**src/rtl/aud_fifo_pkg.sv**
```systemverilog
package aud_fifo_pkg;
  typedef enum logic [2:0] {
    A_CTRL = 3'd0,
    A_TXD  = 3'd1,
    A_RXD  = 3'd2,
    A_IEN  = 3'd3,
    A_IST  = 3'd4,
    A_FST  = 3'd5,
    A_CLR  = 3'd6
  } reg_addr_e;

  // level flags; packed order matches the status layout (empty highest)
  typedef struct packed {
    logic empty;
    logic aempty;
    logic full;
    logic afull;
  } lvl_t;

  localparam int EV_W    = 13;
  localparam int EV_RX   = 0;   // base of RX event group
  localparam int EV_TX   = 6;   // base of TX event group
  localparam int EV_XFER = 12;
  localparam int OF_OVF  = 0;
  localparam int OF_STV  = 1;
  localparam int OF_LVL  = 2;   // four level flags at +2..+5

  localparam int CB_RXEN    = 1;
  localparam int CB_TXEN    = 2;
  localparam int CB_RXDMA   = 5;
  localparam int CB_TXDMA   = 6;
  localparam int RXTHR_LSB  = 7;
  localparam int TXTHR_LSB  = 13;
  localparam int IEN_GLOBAL = 14;
  localparam int ST_PEND    = 13;
  localparam int FS_RXFLG   = 0;
  localparam int FS_RXCNT   = 4;
  localparam int FS_TXFLG   = 10;
  localparam int FS_TXCNT   = 14;
  localparam int FLD_W      = 6;
endpackage

```
**src/rtl/sample_fifo.sv**
```systemverilog
module sample_fifo import aud_fifo_pkg::*; #(
  parameter int WIDTH = 16,
  parameter int DEPTH = 32,
  parameter int AGAP  = 2
) (
  input  logic             clk,
  input  logic             rst_n,
  input  logic             flush,
  input  logic             push,
  input  logic [WIDTH-1:0] push_data,
  input  logic             pop,
  output logic [WIDTH-1:0] head,
  output logic [$clog2(DEPTH+1)-1:0] count,
  output lvl_t             flags
);
  localparam int CW = $clog2(DEPTH+1);
  localparam int AW = (DEPTH > 1) ? $clog2(DEPTH) : 1;

  logic [WIDTH-1:0] mem [DEPTH];
  logic [AW-1:0]    wr_ptr, rd_ptr;
  logic             do_push, do_pop;

  assign flags.empty  = (count == '0);
  assign flags.full   = (count == CW'(DEPTH));
  assign flags.aempty = (count <= CW'(AGAP));
  assign flags.afull  = (count >= CW'(DEPTH - AGAP));
  assign do_push = push && !flags.full && !flush;
  assign do_pop  = pop && !flags.empty && !flush;
  assign head    = mem[rd_ptr];

  function automatic logic [AW-1:0] nxt(input logic [AW-1:0] p);
    return (p == AW'(DEPTH - 1)) ? '0 : p + 1'b1;
  endfunction

  always_ff @(posedge clk) begin
    if (do_push) mem[wr_ptr] <= push_data;
  end

  always_ff @(posedge clk or negedge rst_n) begin
    if (!rst_n) begin
      wr_ptr <= '0;
      rd_ptr <= '0;
      count  <= '0;
    end else if (flush) begin
      wr_ptr <= '0;
      rd_ptr <= '0;
      count  <= '0;
    end else begin
      if (do_push) wr_ptr <= nxt(wr_ptr);
      if (do_pop)  rd_ptr <= nxt(rd_ptr);
      count <= count + CW'(do_push) - CW'(do_pop);
    end
  end

  p_count_bound_r3: assert property (@(posedge clk) disable iff (!rst_n)
    count <= CW'(DEPTH));
  p_drop_when_full_r4: assert property (@(posedge clk) disable iff (!rst_n)
    (flags.full && push && !pop && !flush) |=> (count == $past(count)));
  p_flush_empties_r10: assert property (@(posedge clk) disable iff (!rst_n)
    flush |=> (count == '0));
endmodule

```
**src/rtl/irq_stat_bank.sv**
```systemverilog
module irq_stat_bank #(
  parameter int W = 13
) (
  input  logic         clk,
  input  logic         rst_n,
  input  logic [W-1:0] set,
  input  logic [W-1:0] clr,
  input  logic [W-1:0] en,
  output logic [W-1:0] stat,
  output logic         pending
);
  always_ff @(posedge clk or negedge rst_n) begin
    if (!rst_n) stat <= '0;
    else        stat <= (stat & ~clr) | set;
  end

  assign pending = |(stat & en);

  p_set_wins_r7: assert property (@(posedge clk) disable iff (!rst_n)
    (|set) |=> ((stat & $past(set)) == $past(set)));
  p_clear_takes_r7: assert property (@(posedge clk) disable iff (!rst_n)
    (|(clr & ~set)) |=> ((stat & $past(clr & ~set)) == '0));
endmodule

```
**src/rtl/aud_fifo_irq.sv**
```systemverilog
module aud_fifo_irq import aud_fifo_pkg::*; #(
  parameter int SW    = 16,
  parameter int DEPTH = 32,
  parameter int AGAP  = 2
) (
  input  logic          clk,
  input  logic          rst_n,
  input  logic          reg_we,
  input  logic          reg_re,
  input  logic [2:0]    reg_addr,
  input  logic [31:0]   reg_wdata,
  output logic [31:0]   reg_rdata,
  output logic          tx_valid,
  input  logic          tx_ready,
  output logic [SW-1:0] tx_data,
  input  logic          rx_valid,
  output logic          rx_ready,
  input  logic [SW-1:0] rx_data,
  output logic          tx_dma_req,
  output logic          rx_dma_req,
  output logic          irq
);
  localparam int CW = $clog2(DEPTH+1);

  reg_addr_e             sel;
  logic                  tx_en_q, rx_en_q, tx_dma_q, rx_dma_q, gen_q;
  logic [FLD_W-1:0]      tx_thr_q, rx_thr_q;
  logic [EV_W-1:0]       ien_q, ev_set, ev_clr, ev_stat;
  logic                  pending;
  logic [SW-1:0]         tx_head, rx_head;
  logic [CW-1:0]         tx_cnt, rx_cnt;
  lvl_t                  tx_flags, rx_flags;
  logic                  tx_push_req, rx_pop_req, rx_push_req;

  assign sel = reg_addr_e'(reg_addr);

  always_ff @(posedge clk or negedge rst_n) begin
    if (!rst_n) begin
      tx_en_q <= 1'b0; rx_en_q <= 1'b0;
      tx_dma_q <= 1'b0; rx_dma_q <= 1'b0;
      tx_thr_q <= '0; rx_thr_q <= '0;
      ien_q <= '0; gen_q <= 1'b0;
    end else if (reg_we) begin
      if (sel == A_CTRL) begin
        rx_en_q  <= reg_wdata[CB_RXEN];
        tx_en_q  <= reg_wdata[CB_TXEN];
        rx_dma_q <= reg_wdata[CB_RXDMA];
        tx_dma_q <= reg_wdata[CB_TXDMA];
        rx_thr_q <= reg_wdata[RXTHR_LSB +: FLD_W];
        tx_thr_q <= reg_wdata[TXTHR_LSB +: FLD_W];
      end
      if (sel == A_IEN) begin
        ien_q <= reg_wdata[EV_W-1:0];
        gen_q <= reg_wdata[IEN_GLOBAL];
      end
    end
  end

  assign tx_push_req = reg_we && (sel == A_TXD) && tx_en_q;
  assign rx_pop_req  = reg_re && (sel == A_RXD) && rx_en_q;
  assign rx_ready    = rx_en_q;
  assign rx_push_req = rx_valid && rx_en_q;
  assign tx_valid    = tx_en_q && !tx_flags.empty;
  assign tx_data     = tx_valid ? tx_head : '0;

  sample_fifo #(.WIDTH(SW), .DEPTH(DEPTH), .AGAP(AGAP)) u_txq (
    .clk(clk), .rst_n(rst_n), .flush(!tx_en_q),
    .push(tx_push_req), .push_data(reg_wdata[SW-1:0]),
    .pop(tx_valid && tx_ready),
    .head(tx_head), .count(tx_cnt), .flags(tx_flags)
  );

  sample_fifo #(.WIDTH(SW), .DEPTH(DEPTH), .AGAP(AGAP)) u_rxq (
    .clk(clk), .rst_n(rst_n), .flush(!rx_en_q),
    .push(rx_push_req), .push_data(rx_data),
    .pop(rx_pop_req),
    .head(rx_head), .count(rx_cnt), .flags(rx_flags)
  );

  always_comb begin
    ev_set = '0;
    ev_set[EV_TX+OF_LVL +: 4] = tx_en_q ? tx_flags : 4'b0;
    ev_set[EV_RX+OF_LVL +: 4] = rx_en_q ? rx_flags : 4'b0;
    ev_set[EV_TX+OF_OVF] = tx_push_req && tx_flags.full;
    ev_set[EV_TX+OF_STV] = tx_en_q && tx_ready && tx_flags.empty;
    ev_set[EV_RX+OF_OVF] = rx_push_req && rx_flags.full;
    ev_set[EV_RX+OF_STV] = rx_pop_req && rx_flags.empty;
    ev_set[EV_XFER]      = (tx_valid && tx_ready) || (rx_valid && rx_ready);
  end

  assign ev_clr = (reg_we && sel == A_CLR) ? reg_wdata[EV_W-1:0] : '0;

  irq_stat_bank #(.W(EV_W)) u_stat (
    .clk(clk), .rst_n(rst_n), .set(ev_set), .clr(ev_clr), .en(ien_q),
    .stat(ev_stat), .pending(pending)
  );

  assign irq        = gen_q && pending;
  assign tx_dma_req = tx_dma_q && tx_en_q && (FLD_W'(tx_cnt) <= tx_thr_q);
  assign rx_dma_req = rx_dma_q && rx_en_q && (FLD_W'(rx_cnt) >= rx_thr_q);

  always_comb begin
    reg_rdata = '0;
    case (sel)
      A_CTRL: begin
        reg_rdata[CB_RXEN]  = rx_en_q;
        reg_rdata[CB_TXEN]  = tx_en_q;
        reg_rdata[CB_RXDMA] = rx_dma_q;
        reg_rdata[CB_TXDMA] = tx_dma_q;
        reg_rdata[RXTHR_LSB +: FLD_W] = rx_thr_q;
        reg_rdata[TXTHR_LSB +: FLD_W] = tx_thr_q;
      end
      A_RXD: if (rx_en_q && !rx_flags.empty) begin
        reg_rdata[SW]     = 1'b1;
        reg_rdata[SW-1:0] = rx_head;
      end
      A_IEN: begin
        reg_rdata[EV_W-1:0]  = ien_q;
        reg_rdata[IEN_GLOBAL] = gen_q;
      end
      A_IST: begin
        reg_rdata[EV_W-1:0] = ev_stat;
        reg_rdata[ST_PEND]  = pending;
      end
      A_FST: begin
        reg_rdata[FS_TXCNT +: FLD_W] = FLD_W'(tx_cnt);
        reg_rdata[FS_TXFLG +: 4]     = tx_flags;
        reg_rdata[FS_RXCNT +: FLD_W] = FLD_W'(rx_cnt);
        reg_rdata[FS_RXFLG +: 4]     = rx_flags;
      end
      default: reg_rdata = '0;
    endcase
  end

  p_tx_starve_r5: assert property (@(posedge clk) disable iff (!rst_n)
    (tx_en_q && tx_ready && !tx_valid) |=> ev_stat[EV_TX+OF_STV]);
  p_rx_overflow_r4: assert property (@(posedge clk) disable iff (!rst_n)
    (rx_valid && rx_ready && rx_cnt == CW'(DEPTH)) |=> ev_stat[EV_RX+OF_OVF]);
  p_xfer_event_r6: assert property (@(posedge clk) disable iff (!rst_n)
    (tx_valid && tx_ready) |=> ev_stat[EV_XFER]);
  p_irq_gate_r8: assert property (@(posedge clk) disable iff (!rst_n)
    irq |-> (reg_rdata[ST_PEND] || sel != A_IST));
endmodule

```
**config.mk**
```make
export PLATFORM = sky130hd
export DESIGN_NAME = aud_fifo_irq
export DESIGN_NICKNAME = d
export VERILOG_FILES = /design/src/rtl/aud_fifo_pkg.sv /design/src/rtl/sample_fifo.sv /design/src/rtl/irq_stat_bank.sv /design/src/rtl/aud_fifo_irq.sv
export SDC_FILE = /design/constraint.sdc
export NUM_CORES = 1
export LEC_CHECK = 0
export BUFFER_PORTS_ARGS = -buffer_cell sky130_fd_sc_hd__buf_2
export CAP_MARGIN = 15
export CORE_ASPECT_RATIO = 1.25
export CORE_MARGIN = 1
export CORE_UTILIZATION = 25
export DETAILED_ROUTE_END_ITERATION = 10
export HOLD_SLACK_MARGIN = 0.12
export MAX_ROUTING_LAYER = met4
export SYNTH_ARGS = -nofsm -noshare
export SYNTH_HDL_FRONTEND = slang
export SYNTH_SLANG_ARGS = --single-unit
export TNS_END_PERCENT = 100
```
**constraint.sdc**
```tcl
create_clock -name clk -period 5.9 [get_ports clk]
set_input_delay 0.885 -clock clk [delete_from_list [all_inputs] [get_ports clk]]
set_output_delay 0.885 -clock clk [all_outputs]
set_load 0.1 [all_outputs]
```
Yosys cells after proc, flatten, opt, wreduce, memory -nomap -nowiden
Memories as Yosys holds them, arrays and structs flattened.
Cells that the tools add are included.
- add/subtract/negate cells: 8
- magnitude comparators: 6
- equality and inequality tests: 16
- multiplexer cells: 32
- bitwise gates (word level): 4
- reductions and logical operators: 38
- operators with widths (operator ; count):
    $mux W5 ; 12
    $pmux W8 S5 ; 1
    $logic_and A1 B1 Y1 ; 27
    $and A13 B13 Y13 ; 2
    $add A5 B1 Y5 const B ; 4
    $eq A5 B5 Y1 const B ; 4
    $mux W17 ; 1
    $mux W16 ; 1
    $mux W13 ; 1
    $not A13 Y13 ; 1
    $or A13 B13 Y13 ; 1
    $reduce_or A13 Y1 ; 1
    $add A6 B1 Y6 ; 2
    $eq A6 B6 Y1 const B ; 2
    $ge A6 B5 Y1 const B ; 2
    $le A6 B2 Y1 const B ; 2
    $logic_not A6 Y1 ; 2
    $mux W6 ; 2
    $pmux W1 S4 ; 3
    $sub A6 B1 Y6 ; 2
    $pmux W2 S5 ; 1
    $eq A3 B3 Y1 const B ; 3
    $mux W4 ; 2
    $ne A2 B1 Y1 const B ; 4
    12 further kinds ; 21
- bits in registers: 75
- RAM bits: 1024
- input port bits: 57
- output and inout bits: 53
- logic and storage cells: 121
- memories: 2
- memory list (name ; depth ; width ; rd ports ; clocked after Yosys merged registers in ; wr ports ; line ; text):
    u_rxq.mem ; 32 ; 16 ; 1 ; 0 ; 1 ; sample_fifo.sv:19 ; logic [WIDTH-1:0] mem [DEPTH];
    u_txq.mem ; 32 ; 16 ; 1 ; 0 ; 1 ; sample_fifo.sv:19 ;

Logic depth before layout (Yosys ltp)
Gate-level depths: netlist (run 1).
- word-level depth: 8
- gate-level depth with buffers: 15
- depth with buffers taken out: 15

Hierarchy
From an unflattened synthesis (run 1), not the netlist that was laid out.
- cell total of the unflattened synthesis: 2483
- area, all modules: 44871.8 um^2
- by module, submodules not included (module ; instances ; cells each ; area each (um^2) ; sequential area each (um^2)):
    sample_fifo (u_rxq) ; 1 ; 1079 ; 20977.6 ; 15775.1
    sample_fifo (u_txq) ; 1 ; 1082 ; 20825.0 ; 15775.1
    aud_fifo_irq ; 1 ; 275 ; 2537.4 ; 750.7
    irq_stat_bank ; 1 ; 47 ; 531.8 ; 325.3

Worst setup path before layout (run 1)
OpenSTA, ideal clock, no wires.
- path type: reg-to-output
- start point: reg rx_en_q (netlist: rx_ready)
- end point: out reg_rdata[8]
- data arrival time: 4.090 ns
- data required time: 5.015 ns
- slack: 0.925 ns
- stages on the path, launching flop included: 6
- path buffers: 0
- cells stage by stage: dfrtp_1 and4bb_2 nand2b_1 nor2_1 o221ai_1 o21ai_0
- longest elaborated chain between the ends: 3
- RTL lines (element ; line ; text):
    start, declared ; aud_fifo_irq.sv:26 ; logic tx_en_q, rx_en_q, tx_dma_q, rx_dma_q, gen_q;
    start signal, assigned ; aud_fifo_irq.sv:45 ; rx_en_q <= reg_wdata[CB_RXEN];
    $logic_and A1 B1 Y1 ; aud_fifo_irq.sv:113 ; A_RXD: if (rx_en_q && !rx_flags.empty) begin
    $mux W17 ; aud_fifo_irq.sv:113 ;
    $pmux W8 S5 ; aud_fifo_irq.sv:104 ; case (sel)
    end, declared ; aud_fifo_irq.sv:12 ; output logic [31:0] reg_rdata,
Every way passes these cells.

Worst setup path after layout (run 1)
- start point: reg u_rxq.rd_ptr[2]
- end point: out reg_rdata[14]
- longest elaborated chain between the ends: 3
- RTL lines (element ; line ; text):
    start, declared ; sample_fifo.sv:20 ; logic [AW-1:0] wr_ptr, rd_ptr;
    start signal, assigned ; sample_fifo.sv:50 ; if (do_pop) rd_ptr <= nxt(rd_ptr);
    $mem_v2 Z32 W16 ; - ;
    $mux W17 ; aud_fifo_irq.sv:113 ;
    $pmux W1 S4 ; aud_fifo_irq.sv:104 ;
Every way passes these cells.

==> metrics.md, run 1 <==
| Metric | Value |
|---|---|
| Run status | `complete, no violations` |
| Most used DFF post-synth | `edfxtp_1` |
| Final worst-path cycle share | `85.30%` |
| Pleak | `about 16 nW` |
| Pre-antenna DRT Iters | `5` |
| Overall die width | `377.9 um` |
| Total standard cell area after synthesis | `0.04416 mm^2` |
| Largest delay contributor family on the critical path | `compound AO/OA/AOI/OAI gates` |
| Slowest stage cell, crit path | `dfrtp_1` |
| Std cell rows | `172` |
| Final critical-path setup slack | `0.8675 ns` |
| TritonCTS Sinks | `1099` |
| DIE HEIGHT | `between 400 and 500 um` |
| Total power divided by cell area | `about 340 mW/mm^2` |
| Number of port buffers | `84` |
| Final number of hold-violating endpoints | `0` |
| Starting utilization of the core area | `~25%` |
| Number of instances in the synthesized netlist | `approximately 2.2k` |
| Post-synthesis to final-layout area growth | `15.97%` |
| Category of the critical setup timing path | `flop to output pin` |
| Final setup vio count | `0` |
| Later-pin clock latency in the skew report | `0.74 ns` |
| FMAX | `198.7 MHz` |
| Arrival time at the worst endpoint | `slightly above 4 ns` |
| DRC violation count after routing | `0` |
| Maximum number of pins on one net before global-route repair | `90` |
| Routed length per placed instance | `22.37 um` |
| Setup TNS Final | `0 ns` |
| Floorplan Core Area | `0.1756 mm^2` |
| Post-Layout Cell Count | `4839` |
| Vias in the first global route | `21.93k` |
| RSZ-0062 raised after global routing | `no` |
| Count of synthesis-stage warnings from yosys | `0` |
| CTS Buf Count | `108` |
| Chain of cells forming the critical path | `buf_4 -> nand2b_1 -> buf_4 -> o221ai_1 -> or2_1 -> o2111ai_1 -> o311ai_0 -> or3_1 -> buf_2` |
| Remaining global-route overflow | `0` |
| Maximum level of the CTS H-tree | `3` |
| Number of placed instances with taps included | `around 4.6k` |
| Placed Area | `0.04782 mm^2` |
| Clock skew after layout | `between 0.05 and 0.06 ns` |
| Post-synth ARST share | `under 10%` |
| Iter 0 DRT Violations | `2164` |
| Aggregate global-route resource usage | `12.29%` |
| Number of max-slew violations in the final report | `0` |
| Period minus WS final | `5.033 ns` |
| Proportion of layout cells with a drive suffix above 1 | `a little over a quarter` |
| Biggest area contributors in the synthesized netlist | `edfxtp_1 70%, mux4_2 13%, dfrtp_1 4.2%, mux2i_1 1.7%, ha_1 1.5%` |
| Maximum fanout along the worst path | `21` |
| Cts-stage hold buffer count | `0` |
| I/O pin cnt | `110` |
| Most common cell on crit path | `buf_4` |
| Transition at the pin with the smallest max-transition slack | `between 1 and 1.5 ns` |
| Die footprint | `0.1783 mm^2` |
| CTS resizes | `0` |
| Per-instance average area after synthesis | `19.88 um^2` |
| Class of the tightest hold or removal check | `input pin to async pin` |
| Register bit total from synthesis | `1099` |
| Root Buffer | `clkbuf_16` |
| Number of antenna violations at the first check in global routing | `15` |
| Biggest area consumer among synthesized cells | `edfxtp_1` |
| Worst setup slack before clock tree synthesis | `1.519 ns` |
| Relative max-transition margin | `around 19%` |
| Share of synthesized area occupied by flip-flops and latches | `around three quarters` |
| EDFF count, synth | `1024` |
| Crit start category | `flop` |
| Clock transition at path regs | `approximately 0.070 ns` |
| Detail Placement HPWL | `65.27 mm` |
| Most common library cell in the layout ignoring fill and taps | `edfxtp_1` |
| Number of max-capacitance violations reported | `0` |
| CP endpoint kind | `output pin` |
| CTS tree | `yes` |
| Data required time of the critical path | `5.02 ns` |
| Post-synthesis cell type count | `approximately 60` |
| Final net count | `2506` |
| Total wire length after detailed routing | `108.3 mm` |
| Share of the synthesized area in the top cell type | `69.63%` |
| Routed vias/inst | `roughly 4.5` |
| First-pass GRT wire length | `155.0 mm` |
| Placer congestion estimate | `0.8233` |
| Number of routed nets with antenna violations | `0` |
| Critical path buffers and inverters | `3` |
| Layout Cell Area excl Fill | `0.05121 mm^2` |
| Top library cells by usage in the layout, fill and taps aside | `1024 x edfxtp_1, 262 x mux4_2, 109 x clkbuf_16` |
| Buffers from clock root to sink, at most | `3` |
| Worst vdd ir | `0.3150 mV` |
| Count of buffers added by post-CTS timing repair for setup | `0` |
| Slowest cell delay on critical path | `0.63 ns` |
| Via Count | `21.95k` |
## per-stage QoR
stage / hold slack, ns / utilization, % / power [mW]
floorplan: 0.4660 / - / 10.54
global placement: 0.5164 / 27.22 / 11.19
detailed placement: 0.5205 / 27.23 / 11.21
CTS: 0.3503 / 29.13 / 17.73
global route: 0.3950 / 29.16 / 18.16
finish: 0.3516 / 29.16 / 17.57
## worst paths after layout
check	cells past startpoint	endpoint	slack (ns)	start
max	9	reg_rdata[14]	0.87	u_rxq.rd_ptr[2]
min	1	u_txq.wr_ptr[4]	0.35	rst_n
max reg2reg	12	u_txq.count[4]	2.20	tx_en_q
min reg2reg	1	u_stat.stat[11]	0.53	u_stat.stat[11]
max in group asynchronous	1	u_rxq.rd_ptr[1]	4.76	rst_n
min in group clk	2	u_stat.stat[0]	0.43	rx_valid
## per-layer routing
layer	vias to the layer above	GRT usage, %	share of wire [%]
met5	-	-	0
li1	9465	-	-
met4	0	3.033	2.0
met2	709	19.45	49
met1	11622	15.65	42
met3	155	3.198	7.8
## power breakdown
group          internal [mW]  switching [mW]  total, mW
Sequential              8.67           0.187       8.86
Clock                   3.62            2.91       6.53
Combinational          0.737            1.45       2.19
Total                   13.0            4.54       17.6
## cells in the mapped netlist (all sizes together) (3+ instances only)
cell type	n
a211o	4
a211oi	16
a21boi	3
a21o	4
a21oi	53
a22o	23
a22oi	32
a31oi	5
a32o	5
and2	10
and3	4
and4	3
and4bb	3
buf	69
clkbuf	54
dfrtp	75
edfxtp	1024
ha	52
inv	42
mux2	19
mux2i	77
mux4	262
nand2	81
nand2b	6
nand3	20
nand3b	7
nor2	98
nor2b	24
nor3	7
nor3b	3
o211ai	3
o21a	3
o21ai	42
o221ai	23
o22ai	18
o31ai	4
or2	3
or3	11
or3b	3
xnor2	3
xor2	3
## kinds of logic after synthesis
| logic type | share of synthesized area, % |
|---|---|
| flops | 73.88 |
| simple gates | 3.153 |
| mux | 15.59 |
| other cells | 0.008492 |
| compound gates | 3.808 |
| fa+ha+maj | 1.564 |
| buf+inv | 1.876 |
| xor+xnor | 0.1190 |
## state kept, by name, summed over array words and instances, names as in the netlist, 6 cells and up
register     flops
u_rxq.mem      512
u_txq.mem      512
ien_q           13
u_stat.stat     13
rx_thr_q         6
tx_thr_q         6
u_rxq.count      6
u_txq.count      6
## final cells by class
class / count / area (um^2)
Fill cell: 17328 / 124400
Sequential cell: 1099 / 32650
Multi-Input combinational cell: 967 / 10880
Tap cell: 2349 / 2939
Clock buffer: 146 / 2897
Timing Repair Buffer: 176 / 1236
Clock inverter: 49 / 427.9
Inverter: 43 / 161.4
Antenna cell: 10 / 25.02
Power figures use the tool's default switching activity.
==> inputs of run 2 (changes only) <==
--- a/config.mk
+++ b/config.mk
@@ -5,14 +5,18 @@
 export SDC_FILE = /design/constraint.sdc
 export NUM_CORES = 1
 export LEC_CHECK = 0
+export ABC_AREA = 1
 export BUFFER_PORTS_ARGS = -buffer_cell sky130_fd_sc_hd__buf_2
 export CAP_MARGIN = 15
+export CELL_PAD_IN_SITES_DETAIL_PLACEMENT = 1
+export CELL_PAD_IN_SITES_GLOBAL_PLACEMENT = 2
 export CORE_ASPECT_RATIO = 1.25
 export CORE_MARGIN = 1
 export CORE_UTILIZATION = 25
 export DETAILED_ROUTE_END_ITERATION = 10
 export HOLD_SLACK_MARGIN = 0.12
 export MAX_ROUTING_LAYER = met4
+export PLACE_DENSITY_LB_ADDON = 0.1
 export SYNTH_ARGS = -nofsm -noshare
 export SYNTH_HDL_FRONTEND = slang
 export SYNTH_SLANG_ARGS = --single-unit
==> run 2 against run 1 <==
Net effect:
- global-route usage is 5.6 points higher
- clock power up 19%
- sequential power shrank 1%
- synthesized cell count rose by 88%
==> metrics.md, run 2 <==
| Metric | Value |
|---|---|
| Post-synth ARST share | `6.824% (unchanged)` |
| Biggest area consumer among synthesized cells | `edfxtp_1` |
| Cts-stage hold buffer count | `1 (+1)` |
| Biggest area contributors in the synthesized netlist | `edfxtp_1 66%, nand2_1 11%, nand3_1 5.9%, dfrtp_1 4.0%, nor2_1 2.2%` |
| Met2 routed wirelength | `84.44 mm (+60%)` |
| Detail Placement HPWL | `98.64 mm (+51%)` |
| First-pass GRT wire length | `234.8 mm (+51%)` |
| Iter 0 DRT Violations | `1454 (-33%)` |
| Most common library cell in the layout ignoring fill and taps | `nand2_1` |
| Number of port buffers | `84 (unchanged)` |
| Number of antenna violations at the first check in global routing | `7 (-8)` |
| DIE HEIGHT | `484.3 um (+2.6%)` |
| Vias in the first global route | `31.72k (+45%)` |
| Crit start category | `flop` |
| Placer congestion estimate | `0.7421 (-9.9%)` |
| Per-instance average area after synthesis | `11.12 um^2 (-44%)` |
| Top Metal Used | `met4` |
| EDFF count, synth | `1024 (unchanged)` |
| Largest registers ranked by flip-flop count | `u_rxq.mem (512), u_txq.mem (512)` |
| Setup TNS Final | `0 ns (unchanged)` |
| Floorplan Core Area | `0.1845 mm^2 (+5.1%)` |
| Relative max-transition margin | `24.63% (+5.1 points)` |
| Worst vdd ir | `0.2032 mV (-35%)` |
| CTS tree | `yes` |
| Routed length per placed instance | `23.98 um (+7.2%)` |
| Placed Area | `0.05003 mm^2 (+4.6%)` |
| RSZ-0062 raised after global routing | `no` |
| Clock transition at path regs | `0.06 ns (about the same)` |
| Total wire length after detailed routing | `163.0 mm (+51%)` |
| Most used DFF post-synth | `edfxtp_1` |
| Number of max-slew violations in the final report | `0 (unchanged)` |
| Die footprint | `0.1879 mm^2 (+5.3%)` |
| Register bit total from synthesis | `1099 (unchanged)` |
| Worst setup path start | `u_rxq.rd_ptr[2]` |
| Total standard cell area after synthesis | `0.04653 mm^2 (+5.4%)` |
| Pre-antenna DRT Iters | `5 (unchanged)` |
| Metal-1 WL | `72.02 mm (+60%)` |
| Final worst-path cycle share | `82.79% (-2.5 points)` |
| Via Count | `30.78k (+40%)` |
| Hold Startpoint | `reg_wdata[17]` |
| Fill cell instance count of the final layout | `20.36k (+17%)` |
| Final setup vio count | `0 (unchanged)` |
| Run status | `complete, no violations` |
| Number of routed nets with antenna violations | `0 (unchanged)` |
| Class of the tightest hold or removal check | `input pin to flop` |
| Top library cells by usage in the layout, fill and taps aside | `1314 x nand2_1, 1024 x edfxtp_1, 546 x nand3_1` |
| Pleak | `19.85 nW (+25%)` |
| Layout Cell Area excl Fill | `0.05413 mm^2 (+5.7%)` |
| Data required time of the critical path | `5.02 ns (about the same)` |
| Root Buffer | `clkbuf_16` |
| Count of synthesis-stage warnings from yosys | `0 (unchanged)` |
| Count of buffers added by post-CTS timing repair for setup | `0 (unchanged)` |
| Total power divided by cell area | `346.7 mW/mm^2 (+1.1%)` |
| Maximum number of pins on one net before global-route repair | `128 (+42%)` |
| Category of the critical setup timing path | `flop to output pin` |
| Overall die width | `387.9 um (+2.6%)` |
| Total power | `18.77 mW (+6.8%)` |
| Clock skew after layout | `0.03026 ns (-0.02785 ns)` |
| Buffers from clock root to sink, at most | `3 (unchanged)` |
| Final net count | `4401 (+76%)` |
| Proportion of layout cells with a drive suffix above 1 | `10.71% (-16 points)` |
| Number of max-capacitance violations reported | `0 (unchanged)` |
| Std cell rows | `176 (+2.3%)` |
| Later-pin clock latency in the skew report | `0.77 ns (+0.03 ns)` |
| Remaining global-route overflow | `0 (unchanged)` |
| TritonCTS Sinks | `1099 (unchanged)` |
| Total met3 wirelength after detailed routing | `3.894 mm (-54%)` |
| Share of synthesized area occupied by flip-flops and latches | `70.12% (-3.8 points)` |
| Share of the synthesized area in the top cell type | `66.09% (-3.5 points)` |
| Post-synthesis to final-layout area growth | `16.34%` |
| Number of instances in the synthesized netlist | `4184 (+88%)` |
| Setup slack on the worst flop-to-flop path | `2.44 ns (+0.24 ns)` |
| Source of the worst register-to-register timing path | `tx_en_q` |
| Aggregate global-route resource usage | `17.89% (+5.6 points)` |
| Leading cell type by number of instances after synthesis | `nand2_1` |
| FMAX | `204.7 MHz (+3.0%)` |
| Routed vias/inst | `4.529 (-0.17%)` |
| Post-synth top cells | `1314 x nand2_1, 1024 x edfxtp_1, 546 x nand3_1` |
| DRC violation count after routing | `0 (unchanged)` |
| Maximum fanout along the worst path | `25 (+19%)` |
| Maximum level of the CTS H-tree | `4 (+1)` |
| CP endpoint kind | `output pin` |
| Post-synthesis cell type count | `37 (-37%)` |
| CTS resizes | `0 (unchanged)` |
| Arrival time at the worst endpoint | `4.00 ns (-0.15 ns)` |
| Transition at the pin with the smallest max-transition slack | `1.129 ns (-0.07712 ns)` |
| Period minus WS final | `4.885 ns (-0.1479 ns)` |
| CTS Buf Count | `131 (+21%)` |
| I/O pin cnt | `110 (unchanged)` |
| Starting utilization of the core area | `25.21% (+0.066 points)` |
| Final number of hold-violating endpoints | `0 (unchanged)` |
## run 2: cell count changes in the layout (fill, tap and decap cells not counted), moves of 23 or more
cell	delta
o211ai_1	+96
a21oi_1	+36
nand3_1	+526
o21ai_0	+105
nor2_1	+165
nand2_1	+1233
mux2i_1	-77
nor2b_1	-24
clkbuf_16	+27
buf_4	+23
inv_1	+195
a22o_1	-23
mux4_2	-262
a22oi_1	-32
## run 2: path summary, 6_finish.rpt
check | to | depth (start not counted)
min in group asynchronous | u_rxq.count[3] | 2
worst min register to register | rx_thr_q[3] | 2
worst max register to register | u_txq.mem[24][15] | 7
max in group asynchronous | u_txq.rd_ptr[0] | 3
worst min-delay path | tx_thr_q[4] | 3
worst max-delay path | reg_rdata[0] | 11
## run 2: worst max-delay path: stages (launching register included)
cell     delay, ns
dfrtp_1       0.49
inv_2         0.36
nor2_4        0.57
buf_4         0.40
buf_4         0.24
a21oi_1       0.08
nand3_1       0.23
nand3_1       0.11
nand2_1       0.09
nand2_1       0.06
nand2_1       0.15
buf_2         0.45
## run 2: area by class of cell
type,instances,area [um^2],area share (%)
repair buffers,203,1461,2.700
multi-input cells,2606,12010,22.19
well taps,2403,3007,5.554
diodes,7,17.52,0.03236
clock buffers,175,3580,6.613
flip-flops and latches,1099,32650,60.31
inverters,249,958.4,1.770
clock inverters,55,447.9,0.8275
## run 2: routing by layer
metal / track usage, % / vias up
li1: - / 14598
met1: 21.66 / 15694
met2: 31.46 / 341
met3: 2.398 / 148
met4: 3.922 / 0
met5: - / -
## run 2: kinds of logic after synthesis
group,share of synthesized area [%]
simple gates,19.12
flops,70.12
buf+inv,4.496
compound gates,4.631
fa+ha+maj,1.484
xor+xnor,0.1130
other cells,0.008060
mux,0.02420
## run 2: per-stage QoR
stage | hold slack [ns] | util, % | setup WS [ns] | std cells
floorplan | 0.4530 | - | 1.587 | 4195
global placement | 0.4683 | 27.10 | 1.629 | 6555
detailed placement | 0.4827 | 27.11 | 1.647 | 6556
CTS | 0.3775 | 29.30 | 0.7658 | 6787
global route | 0.4076 | 29.33 | 0.7275 | 6793
finish | 0.4581 | 29.33 | 1.015 | 6797
## run 2: where the power goes
part | leakage (nW) | internal (mW) | switching, mW | total, mW
clock network | 1.97 | 4.48 | 3.32 | 7.80
logic | 7.74 | 0.506 | 1.73 | 2.24
registers | 10.1 | 8.63 | 0.107 | 8.73
total | 19.9 | 13.6 | 5.16 | 18.8
==> inputs of run 3 (changes only) <==
--- a/config.mk
+++ b/config.mk
@@ -5,7 +5,7 @@
 export SDC_FILE = /design/constraint.sdc
 export NUM_CORES = 1
 export LEC_CHECK = 0
-export ABC_AREA = 1
+export ABC_AREA = 0
 export BUFFER_PORTS_ARGS = -buffer_cell sky130_fd_sc_hd__buf_2
 export CAP_MARGIN = 15
 export CELL_PAD_IN_SITES_DETAIL_PLACEMENT = 1
==> constraint.sdc (replaced) <==
create_clock -name clk -period 3.95 [get_ports clk]
set_input_delay 0.5925 -clock clk [delete_from_list [all_inputs] [get_ports clk]]
set_output_delay 0.5925 -clock clk [all_outputs]
set_load 0.1 [all_outputs]
==> run 3 against run 2 <==
Net effect:
- the flow now finishes with violations (setup timing)
- sequential share of layout area is essentially flat
- global-route usage shrank 1.5 points
- total power grew 54%
- sequential power grew 51%
- critical path type unchanged
- critical endpoint is now reg_rdata[15]
==> metrics.md, run 3 (same netlist as run 1, synthesis figures left out) <==
| Metric | Value |
|---|---|
| Final number of hold-violating endpoints | `0 (unchanged)` |
| Violations in the final reports | `setup timing` |
| DIE HEIGHT | `471.9 um (-2.6%)` |
| Category of the critical setup timing path | `flop to output pin` |
| I/O pin cnt | `110 (unchanged)` |
| Placer congestion estimate | `0.7372 (-0.66%)` |
| Most common library cell in the layout ignoring fill and taps | `edfxtp_1` |
| Vias in the first global route | `25.16k (-21%)` |
| Fill cell instance count of the final layout | `17.74k (-13%)` |
| Relative max-transition margin | `36.15% (+12 points)` |
| Maximum fanout along the worst path | `8 (-68%)` |
| Maximum number of pins on one net before global-route repair | `62 (-52%)` |
| Total power divided by cell area | `535.2 mW/mm^2 (+54%)` |
| Final net count | `2641 (-40%)` |
| Clock transition at path regs | `0.06 ns (about the same)` |
| Clock skew after layout | `0.04270 ns (+0.01244 ns)` |
| Number of antenna violations at the first check in global routing | `14 (+7)` |
| Final worst-path cycle share | `100.1%` |
| Clock group share of total power | `40.6% (-1.0 points)` |
| Std cell rows | `172 (-2.3%)` |
| Largest registers ranked by flip-flop count | `u_rxq.mem (512), u_txq.mem (512)` |
| Period minus WS final | `a little under 4 ns` |
| Transition at the pin with the smallest max-transition slack | `0.9578 ns (-0.1715 ns)` |
| CTS tree | `yes` |
| Die footprint | `0.1783 mm^2 (-5.1%)` |
| DRC violation count after routing | `0 (unchanged)` |
| Total wire length after detailed routing | `140.5 mm (-14%)` |
| Remaining global-route overflow | `0 (unchanged)` |
| Arrival time at the worst endpoint | `3.36 ns (-0.64 ns)` |
| Proportion of power drawn by flip-flops and latches | `45.4% (-1.1 points)` |
| Routed length per placed instance | `28.14 um (+17%)` |
| Later-pin clock latency in the skew report | `0.79 ns (+0.02 ns)` |
| Routed vias/inst | `4.527 (about the same)` |
| Aggregate global-route resource usage | `16.35% (-1.5 points)` |
| Number of placed instances with taps included | `4694 (-28%)` |
| Reported net switching power | `7.668 mW (+49%)` |
| Number of routed nets with antenna violations | `0 (unchanged)` |
| Pleak | `17.18 nW (-13%)` |
| Via Count | `22.59k (-27%)` |
| Crit start category | `flop` |
| Worst vdd ir | `0.3053 mV (+50%)` |
| Post-Layout Cell Count | `4991 (-27%)` |
| Run status | `finished, violations left` |
| Maximum level of the CTS H-tree | `4 (unchanged)` |
| Number of port buffers | `84 (unchanged)` |
| Logic gate share of total power | `13.9% (+2.0 points)` |
| Overall die width | `377.9 um (-2.6%)` |
| CP endpoint kind | `output pin` |
| RSZ-0062 raised after global routing | `yes` |
| Worst setup slack before clock tree synthesis | `0.4011 ns (-1.246 ns)` |
| Placed Area | `0.04859 mm^2 (-2.9%)` |
| Worst-case hold slack | `0.2130 ns (-0.2452 ns)` |
| Buffers from clock root to sink, at most | `3 (unchanged)` |
| FMAX | `252.8 MHz` |
| Post-synthesis to final-layout area growth | `22.55%` |
| Total power | `28.97 mW (+54%)` |
| Class of the tightest hold or removal check | `input pin to flop` |
| Detail Placement HPWL | `84.92 mm (-14%)` |
| Switching share of total power | `26.47% (-1.0 points)` |
| CTS Buf Count | `130 (-0.76%)` |
| Final setup vio count | `1 (+1)` |
| Root Buffer | `clkbuf_16` |
| Iter 0 DRT Violations | `1302 (-10%)` |
| Number of max-slew violations in the final report | `0 (unchanged)` |
| Data required time of the critical path | `3.36 ns (-1.66 ns)` |
| TritonCTS Sinks | `1099 (unchanged)` |
| Top library cells by usage in the layout, fill and taps aside | `1024 x edfxtp_1, 262 x mux4_2, 160 x buf_4` |
| Final critical-path setup slack | `-0.005706 ns (-1.021 ns)` |
| Pint | `21.30 mW (+56%)` |
| First-pass GRT wire length | `195.9 mm (-17%)` |
| Number of max-capacitance violations reported | `0 (unchanged)` |
| Proportion of layout cells with a drive suffix above 1 | `33.11% (+22 points)` |
| Pre-antenna DRT Iters | `5 (unchanged)` |
| Layout Cell Area excl Fill | `0.05412 mm^2 (about the same)` |
| Floorplan Core Area | `0.1756 mm^2 (-4.8%)` |
| Starting utilization of the core area | `25.15% (-0.066 points)` |
[run 3: changes by cell type in the layout (fill, tap and decap cells not counted), sizes merged, moves of 32 or more]
cell,previous run,this run
buf,202,277
mux2i,0,77
a22oi,0,32
a21oi,89,53
o211ai,99,3
nand2,1315,81
mux4,0,262
o21ai,148,42
inv,249,50
nand3,546,20
nor2,279,98
[run 3: timing repair]
| item | CTS | global route |
|---|---|---|
| endpoints found under the hold margin | 65 | 0 |
| resized for setup | 125 | 22 |
| endpoints found under the setup margin | 32 | 16 |
| buffers inserted | 32 | 5 |
| hold buffers | 6 | 0 |
| pin swaps | 18 | 10 |
| gates cloned | 12 | 1 |
[run 3: cell type report]
cell class              count  area [um^2]  share of cell area (%)
repair buffers            289         2922                   5.398
well taps                2349         2939                   5.431
flip-flops and latches   1099        32650                   60.33
diodes                     11        27.53                 0.05086
multi-input cells         967        11270                   20.82
clock buffers             167         3445                   6.365
inverters                  43        161.4                  0.2982
clock inverters            66        705.7                   1.304
[run 3: routing by layer]
metal	wire length (um)	GRT usage, %	up-vias
met2	76770	29.56	394
met3	5279	3.060	172
li1	-	-	9753
met1	54880	18.10	12275
met5	0	-	-
met4	3535	4.810	0
[run 3: through the flow]
step | utilization [%] | setup TNS, ns
floorplan | - | 0
global placement | 27.67 | 0
detailed placement | 27.67 | 0
CTS | 30.74 | -0.5965
global route | 30.82 | -0.3153
finish | 30.82 | -0.005706
[run 3: worst paths after layout]
path	start	to	slack [ns]	cells after the start
worst max-delay path	u_rxq.rd_ptr[0]	reg_rdata[15]	-0.006	6
worst min-delay path	tx_ready	u_stat.stat[7]	0.21	2
worst max register to register	u_txq.count[3]	u_txq.count[4]	0.51	12
worst min register to register	u_stat.stat[4]	u_stat.stat[4]	0.55	1
max in group asynchronous	rst_n	u_rxq.count[4]	2.65	3
min in group asynchronous	rst_n	u_rxq.count[5]	0.50	2
[run 3: critical path, cell delays in order (launching register included)]
cell	delay, ns
dfrtp_4	0.51
buf_12	0.18
buf_16	0.16
mux4_2	0.54
mux4_2	0.58
a211o_4	0.40
buf_12	0.17
[run 3: power by group through the flow]
stage	logic, mW	clock network, mW	registers, mW
5_1_grt	4.35	12.6	13.2
6_report	4.04	11.8	13.2
3_3_place_gp	3.75	0	13.4
2_1_floorplan	2.41	0	13.3
4_1_cts	4.12	12.2	13.2
3_5_place_dp	3.80	0	13.4
